`src/rtl/stsreg_pkg.sv`:
```
// Package: field access codes and the default per-field assignment.
// Assumes one bit per field; the code of field i is i modulo NUM_TYPES.
package stsreg_pkg;
    localparam int NUM_TYPES = 13;

    typedef enum logic [3:0] {
        FT_RW      = 4'd0,   // plain storage
        FT_MIRROR  = 4'd1,   // registered copy of hw input
        FT_PASS    = 4'd2,   // combinational pass-through
        FT_LVHI_RD = 4'd3,   // latch on high, clear on read
        FT_LVLO_RD = 4'd4,   // latch on low, clear on read
        FT_LVHI_WC = 4'd5,   // latch on high, write-1 clear
        FT_LVLO_WC = 4'd6,   // latch on low, write-1 clear
        FT_RISE_RD = 4'd7,   // rising edge, clear on read
        FT_FALL_RD = 4'd8,   // falling edge, clear on read
        FT_RISE_WC = 4'd9,   // rising edge, write-1 clear
        FT_FALL_WC = 4'd10,  // falling edge, write-1 clear
        FT_STROBE  = 4'd11,  // stored bit plus one-cycle pulse on write of 1
        FT_LOADONE = 4'd12   // sampled once after reset, then plain
    } ftype_e;

    // Access code assigned to field idx.
    function automatic ftype_e field_type(input int idx);
        return ftype_e'(4'(idx % NUM_TYPES));
    endfunction
endpackage

```
`src/rtl/stsreg_field.sv`:
```
// One-bit field cell. Behaviour is selected by TYPE at elaboration.
// Assumes wr_hit/rd_hit are already qualified by the address decode and
// first_cyc is high only up to the first clock edge after reset release.
module stsreg_field #(
    parameter stsreg_pkg::ftype_e TYPE = stsreg_pkg::FT_RW
) (
    input  logic clk,
    input  logic rst_n,
    input  logic first_cyc,
    input  logic hw_in,
    input  logic wr_hit,
    input  logic wr_bit,
    input  logic rd_hit,
    output logic rd_bit,
    output logic hw_out,
    output logic cap
);
    import stsreg_pkg::*;

    logic q;
    logic prev;
    logic pulse;
    logic set_c;
    logic clr_c;

    // Set condition: level or edge according to the field kind.
    always_comb begin
        case (TYPE)
            FT_LVHI_RD, FT_LVHI_WC: set_c = hw_in;
            FT_LVLO_RD, FT_LVLO_WC: set_c = ~hw_in;
            FT_RISE_RD, FT_RISE_WC: set_c = hw_in & ~prev;
            FT_FALL_RD, FT_FALL_WC: set_c = ~hw_in & prev;
            default:                set_c = 1'b0;
        endcase
    end

    // Clear request: read of the word or write of a one, by kind.
    always_comb begin
        case (TYPE)
            FT_LVHI_RD, FT_LVLO_RD, FT_RISE_RD, FT_FALL_RD: clr_c = rd_hit;
            FT_LVHI_WC, FT_LVLO_WC, FT_RISE_WC, FT_FALL_WC: clr_c = wr_hit & wr_bit;
            default:                                        clr_c = 1'b0;
        endcase
    end

    // Field storage update; sticky kinds let a set beat a clear.
    always_ff @(posedge clk) begin
        if (!rst_n) begin
            q <= 1'b0;
        end else begin
            case (TYPE)
                FT_RW, FT_STROBE: if (wr_hit) q <= wr_bit;
                FT_LOADONE: begin
                    if (first_cyc)   q <= hw_in;
                    else if (wr_hit) q <= wr_bit;
                end
                FT_MIRROR: q <= hw_in;
                FT_PASS:   q <= 1'b0;
                default:   q <= set_c | (q & ~clr_c);
            endcase
        end
    end

    // Delayed input copy for edge detection.
    always_ff @(posedge clk) begin
        if (!rst_n) prev <= 1'b0;
        else        prev <= hw_in;
    end

    // One-cycle strobe after a write of one.
    always_ff @(posedge clk) begin
        if (!rst_n) pulse <= 1'b0;
        else        pulse <= (TYPE == FT_STROBE) && wr_hit && wr_bit;
    end

    // Output selection per kind.
    always_comb begin
        rd_bit = (TYPE == FT_PASS) ? hw_in : q;
        case (TYPE)
            FT_RW, FT_LOADONE: hw_out = q;
            FT_STROBE:         hw_out = pulse;
            default:           hw_out = 1'b0;
        endcase
        cap = (TYPE inside {FT_RISE_RD, FT_FALL_RD, FT_RISE_WC, FT_FALL_WC}) ? q : 1'b0;
    end

    if (TYPE inside {FT_LVHI_RD, FT_LVLO_RD, FT_LVHI_WC, FT_LVLO_WC,
                     FT_RISE_RD, FT_FALL_RD, FT_RISE_WC, FT_FALL_WC}) begin : g_sticky
        // a set is never lost to a simultaneous clear
        p_set_wins_r6: assert property (@(posedge clk) disable iff (!rst_n)
            set_c |=> q);
    end

    if (TYPE inside {FT_LVHI_RD, FT_LVLO_RD, FT_RISE_RD, FT_FALL_RD}) begin : g_rdclr
        // a read without a new set leaves the bit clear
        p_read_clears_r4: assert property (@(posedge clk) disable iff (!rst_n)
            (rd_hit && !set_c) |=> !q);
    end

    if (TYPE inside {FT_LVHI_WC, FT_LVLO_WC, FT_RISE_WC, FT_FALL_WC}) begin : g_wrclr
        // only a written one removes a set bit
        p_mask_hold_r5: assert property (@(posedge clk) disable iff (!rst_n)
            (q && !(wr_hit && wr_bit)) |=> q);
    end

    if (TYPE == FT_STROBE) begin : g_strobe
        // pulse follows a write of one, and only that
        p_strobe_fire_r9: assert property (@(posedge clk) disable iff (!rst_n)
            (wr_hit && wr_bit) |=> hw_out);
        p_strobe_cause_r9: assert property (@(posedge clk) disable iff (!rst_n)
            hw_out |-> $past(wr_hit && wr_bit));
    end

    if (TYPE == FT_MIRROR) begin : g_mirror
        // read value lags the input by one edge
        p_mirror_lag_r2: assert property (@(posedge clk) disable iff (!rst_n)
            $past(rst_n) |-> (rd_bit == $past(hw_in)));
    end

    if (TYPE == FT_LOADONE) begin : g_load
        // first edge after release loads the input
        p_load_once_r10: assert property (@(posedge clk) disable iff (!rst_n)
            first_cyc |=> (q == $past(hw_in)));
    end
endmodule

```
`src/rtl/stsreg_irq.sv`:
```
// Interrupt-enable words and the registered interrupt request.
// Assumes enable words sit at addresses NUM_WORDS .. 2*NUM_WORDS-1.
module stsreg_irq #(
    parameter int NUM_WORDS = 2,
    parameter int DATA_W    = 16,
    parameter int AW        = 2
) (
    input  logic                          clk,
    input  logic                          rst_n,
    input  logic [AW-1:0]                 addr,
    input  logic                          wr_en,
    input  logic [DATA_W-1:0]             wr_data,
    input  logic [NUM_WORDS*DATA_W-1:0]   cap,
    output logic [NUM_WORDS*DATA_W-1:0]   en_q,
    output logic                          irq
);
    // Enable word storage.
    always_ff @(posedge clk) begin
        if (!rst_n) begin
            en_q <= '0;
        end else begin
            for (int w = 0; w < NUM_WORDS; w++) begin
                if (wr_en && addr == AW'(NUM_WORDS + w))
                    en_q[w*DATA_W +: DATA_W] <= wr_data;
            end
        end
    end

    // Registered OR of enabled captures.
    always_ff @(posedge clk) begin
        if (!rst_n) irq <= 1'b0;
        else        irq <= |(cap & en_q);
    end

    // an enabled capture raises the line on the next cycle
    p_irq_raise_r8: assert property (@(posedge clk) disable iff (!rst_n)
        (|(cap & en_q)) |=> irq);
    // the line is never high without an enabled capture behind it
    p_irq_cause_r8: assert property (@(posedge clk) disable iff (!rst_n)
        irq |-> $past(|(cap & en_q)));
endmodule

```
`src/rtl/stsreg_rdmux.sv`:
```
// Combinational read multiplexer over field words and enable words.
// Assumes addresses beyond 2*NUM_WORDS-1 return zero.
module stsreg_rdmux #(
    parameter int NUM_WORDS = 2,
    parameter int DATA_W    = 16,
    parameter int AW        = 2
) (
    input  logic [AW-1:0]               addr,
    input  logic [NUM_WORDS*DATA_W-1:0] fld_rd,
    input  logic [NUM_WORDS*DATA_W-1:0] en_q,
    output logic [DATA_W-1:0]           rd_data
);
    // Select the addressed word.
    always_comb begin
        rd_data = '0;
        for (int w = 0; w < NUM_WORDS; w++) begin
            if (addr == AW'(w))             rd_data = fld_rd[w*DATA_W +: DATA_W];
            if (addr == AW'(NUM_WORDS + w)) rd_data = en_q[w*DATA_W +: DATA_W];
        end
    end
endmodule

```
`src/rtl/stsreg_bank.sv`:
```
// Top: address decode, one field cell per bit, enables, interrupt, read mux.
// Assumes single-cycle bus accesses; a read clears at the edge where rd_en is high.
module stsreg_bank #(
    parameter int NUM_WORDS = 2,
    parameter int DATA_W    = 16,
    localparam int NF       = NUM_WORDS * DATA_W,
    localparam int AW       = (2 * NUM_WORDS > 2) ? $clog2(2 * NUM_WORDS) : 1
) (
    input  logic              clk,
    input  logic              rst_n,
    input  logic [AW-1:0]     addr,
    input  logic              wr_en,
    input  logic [DATA_W-1:0] wr_data,
    input  logic              rd_en,
    output logic [DATA_W-1:0] rd_data,
    input  logic [NF-1:0]     hw_in,
    output logic [NF-1:0]     hw_out,
    output logic              irq
);
    logic              first_cyc;
    logic [NF-1:0]     fld_rd;
    logic [NF-1:0]     cap;
    logic [NF-1:0]     en_q;

    // Marks the first clock edge after reset release.
    always_ff @(posedge clk) begin
        if (!rst_n) first_cyc <= 1'b1;
        else        first_cyc <= 1'b0;
    end

    for (genvar i = 0; i < NF; i++) begin : g_fld
        localparam int WORD = i / DATA_W;
        localparam int BIT  = i % DATA_W;
        logic wr_hit;
        logic rd_hit;

        // Word-select qualifiers for this field.
        always_comb begin
            wr_hit = wr_en && (addr == AW'(WORD));
            rd_hit = rd_en && (addr == AW'(WORD));
        end

        stsreg_field #(
            .TYPE(stsreg_pkg::field_type(i))
        ) u_field (
            .clk      (clk),
            .rst_n    (rst_n),
            .first_cyc(first_cyc),
            .hw_in    (hw_in[i]),
            .wr_hit   (wr_hit),
            .wr_bit   (wr_data[BIT]),
            .rd_hit   (rd_hit),
            .rd_bit   (fld_rd[i]),
            .hw_out   (hw_out[i]),
            .cap      (cap[i])
        );
    end

    stsreg_irq #(
        .NUM_WORDS(NUM_WORDS),
        .DATA_W   (DATA_W),
        .AW       (AW)
    ) u_irq (
        .clk    (clk),
        .rst_n  (rst_n),
        .addr   (addr),
        .wr_en  (wr_en),
        .wr_data(wr_data),
        .cap    (cap),
        .en_q   (en_q),
        .irq    (irq)
    );

    stsreg_rdmux #(
        .NUM_WORDS(NUM_WORDS),
        .DATA_W   (DATA_W),
        .AW       (AW)
    ) u_rdmux (
        .addr   (addr),
        .fld_rd (fld_rd),
        .en_q   (en_q),
        .rd_data(rd_data)
    );

    // the interrupt line is low on the first cycle out of reset
    p_irq_reset_r11: assert property (@(posedge clk) disable iff (!rst_n)
        first_cyc |-> !irq);
endmodule

```
`config.mk`:
```
export PLATFORM = sky130hd
export DESIGN_NAME = stsreg_bank
export DESIGN_NICKNAME = d
export VERILOG_FILES = /design/src/rtl/stsreg_pkg.sv /design/src/rtl/stsreg_field.sv /design/src/rtl/stsreg_irq.sv /design/src/rtl/stsreg_rdmux.sv /design/src/rtl/stsreg_bank.sv
export SDC_FILE = /design/constraint.sdc
export NUM_CORES = 1
export LEC_CHECK = 0
export BUFFER_PORTS_ARGS = -buffer_cell sky130_fd_sc_hd__buf_2
export CORE_AREA = 5 5 134 104
export CTS_CLUSTER_DIAMETER = 60
export DETAILED_ROUTE_END_ITERATION = 16
export DIE_AREA = 0 0 139 109
export GPL_ROUTABILITY_DRIVEN = 0
export PLACE_DENSITY = 0.48
export SLEW_MARGIN = 20
export SYNTH_ARGS = -nofsm -noshare
export SYNTH_HDL_FRONTEND = slang
export SYNTH_SLANG_ARGS = --single-unit
```
`constraint.sdc`:
```
create_clock -name clk -period 1.45 [get_ports clk]
set_input_delay 0.145 -clock clk [delete_from_list [all_inputs] [get_ports clk]]
set_output_delay 0.145 -clock clk [all_outputs]
set_load 0.02 [all_outputs]
```
==> metrics.txt <==
vias in the first global route=2,600; CTS tree=yes; final non-filler cell total=594; setup ws final=-0.233 ps; PwrDens=1170 mW/mm^2; HP Class=input port to flip-flop; startpoint types=flip-flop; Die H=109 um; area grow syn2layout=30.6%; WP data arrival=1310 ps; Sw Share=0.248; maximum VDD drop=0.512 mV; Crit path max-delay family=multiplexers; Clk network pwr share=0.421; worst skew pair latency=330 ps; fillcell total=1,298; Int Pwr=0.00365 W; slowest cell on the critical path=mux4_2; CP endpoint kind=output port; fin area=0.00416 mm^2; GR Util All Layers=0.122; critical-path cell list=mux4_2, buf_6; Placed Area=0.00365 mm^2; IO Pins=103; Die W=139 um; Clock Path Buffers=2; first-pass GRT wire length=14,000 um; antenna violations before repair=1; post-synthesis cell area=0.00319 mm^2; Psw=0.00120 W; DR iter-0 viols=97; row cnt=36; MaxCap Viol Count=0; vias per cell=4.33; die area=0.0152 mm^2; CP peak stage delay=500 ps; Syn Inst Count=330; ant diodes=0; Final Cycle Share=1.00; RSZ-0062 raised after global routing=true; Syn Area/Cell=9.65 um^2; final hold viol count=0; Antenna Nets Post-Route=0; number of flops mapped to enable cells by yosys=0; IO Port Bufs=72; via count=2,571; Peak Freq=690 MHz; largest net degree at the start of global routing=30; total routed wirelength=8980 um; fin crit period=1450 ps; area of the core=0.0126 mm^2; ys flop type=dfxtp_1; Leak=1.77 nW; post-DP HPWL=6440 um; worst path buffer plus inverter count=1; Pre-Repair DR Iteration Count=4; Combinational Power Share=0.135; DRC violations left=0; htree depth=3; Slew Viols, Final=0; Clock Sinks=73; sequential power share=0.444; Warnings, synthesis=0; share of layout cells above drive strength 1=0.374; final setup vio count=1; initial core utilization=0.253; Post-synth ARST share=0; Clock Skew=4.87 ps; crit path max fanout=2; gr ovfl total=0; distinct cell type count after synthesis=31; final core occ=0.330; CTS root buf=clkbuf_16; total CTS buffers=9; Hold Slack=19.1 ps; nets=472; sequential share of the synthesized area=0.459; Placed Cells=563; WL/cell=15.1 um; Setup TNS Final=-0.233 ps; CTS clk-pin slew, worst paths=50 ps; status=complete, but fails checks; failing checks=negative setup slack; post-synthesis register bit count=73; Worst Setup Path Type=flip-flop to output port; WP data required=1310 ps
-- synthesized netlist by cell type, drive strengths merged, types with 2 or more instances --
| master | number | area, um^2 |
|---|---|---|
| nor2 | 12 | 45.0 |
| a22oi | 4 | 30.0 |
| and3b | 2 | 17.5 |
| mux4 | 16 | 360 |
| mux2i | 7 | 70.1 |
| inv | 5 | 18.8 |
| a21bo | 5 | 50.1 |
| clkbuf | 7 | 26.3 |
| nand2b | 3 | 18.8 |
| and2 | 11 | 68.8 |
| a31oi | 3 | 18.8 |
| a21oi | 49 | 245 |
| nor2b | 5 | 31.3 |
| nand2 | 67 | 251 |
| and3 | 3 | 18.8 |
| o21ai | 5 | 25.0 |
| nand3b | 2 | 27.5 |
| buf | 44 | 339 |
| dfxtp | 73 | 1460 |
-- metal layers --
| layer | track usage | wire [um] | vias to the layer above |
|---|---|---|---|
| met5 | 0 | 7 | - |
| met4 | 0.0419 | 123 | 2 |
| met3 | 0.0447 | 725 | 12 |
| met2 | 0.185 | 3990 | 96 |
| met1 | 0.162 | 4130 | 1221 |
| li1 | - | - | 1240 |
-- cells in the final DEF (no fill, tap or decap), types with 3 or more instances in the layout --
master         count
o21ai_0            5
mux2i_1            7
nand2_1           67
mux4_2            16
buf_6             13
and2_1            11
and3_1             3
dfxtp_2           22
nor2_1            12
a21oi_1           49
buf_4             24
nor2b_1            5
a31oi_1            3
a21bo_1            3
clkbuf_16          9
buf_12             3
dfxtp_1           51
nand2b_1           3
a22oi_1            4
clkinv_2           3
inv_1              4
dlygate4sd3_1      5
conb_1            25
buf_2             59
-- kinds of logic after synthesis --
family / after synthesis / share of synthesized area
other: 1 / 0.00118
and+or+nand+nor: 108 / 0.161
buffers and inverters: 56 / 0.121
DFF: 73 / 0.459
AOI/OAI and AO/OA: 69 / 0.123
muxes: 23 / 0.135
-- timing repair --
action,4_1_cts,5_1_grt
gates resized for setup,30,18
hold buffers,5,0
endpoints found under the hold margin,5,0
setup buffers,5,5
endpoints found under the setup margin,10,13
-- per-stage QoR --
stage	power (W)	worst slack (ps)
6_report	0.00485	-0.233
5_1_grt	0.00508	-30.5
4_1_cts	0.00490	-16.0
3_5_place_dp	0.00279	108
3_3_place_gp	0.00278	118
2_1_floorplan	0.00261	389
-- flip-flops by register name (all words and copies together) (netlist names) --
| signal | count |
|---|---|
| u_irq.en_q | 32 |
| g_fld.u_field.rd_bit | 16 |
| g_fld.u_field.cap | 8 |
| g_fld.u_field.prev | 8 |
| g_fld.u_field.hw_out | 7 |
| first_cyc | 1 |
| u_irq.irq | 1 |
-- cell type report --
cell class | count | area, um^2 | share of cell area
multi-input cells | 225 | 1430 | 0.344
clock inverters | 3 | 15.0 | 0.00361
repair buffers | 104 | 732 | 0.176
flip-flops and latches | 73 | 1490 | 0.358
clock buffers | 13 | 260 | 0.0626
well taps | 171 | 214 | 0.0514
inverters | 5 | 18.8 | 0.00451
-- tightest hold or removal path, stage by stage --
cell and delay, ps:
buf_2 80, a21oi_1 30, nor2_1 60
-- power groups by stage --
stage	sequential, W	combinational [W]	clock (W)
2_1_floorplan	0.00218	0.000435	0
5_1_grt	0.00216	0.000722	0.00220
4_1_cts	0.00215	0.000644	0.00210
3_5_place_dp	0.00219	0.000591	0
6_report	0.00215	0.000657	0.00204
3_3_place_gp	0.00219	0.000585	0
-- path summary, 6_finish.rpt --
path / startpoint / to / slack [ps] / depth (start not counted)
min: hw_in[16] / g_fld[16].u_field.rd_bit$_SDFF_PN0_ / 20 / 3
max: u_irq.en_q[21]$_SDFFE_PN0P_ / rd_data[5] / -0.2 / 2
min reg2reg: u_irq.en_q[26]$_SDFFE_PN0P_ / u_irq.en_q[26]$_SDFFE_PN0P_ / 450 / 2
max reg2reg: u_irq.en_q[20]$_SDFFE_PN0P_ / u_irq.irq$_SDFF_PN0_ / 460 / 3
Note: power is estimated with default switching activity, not from simulation.
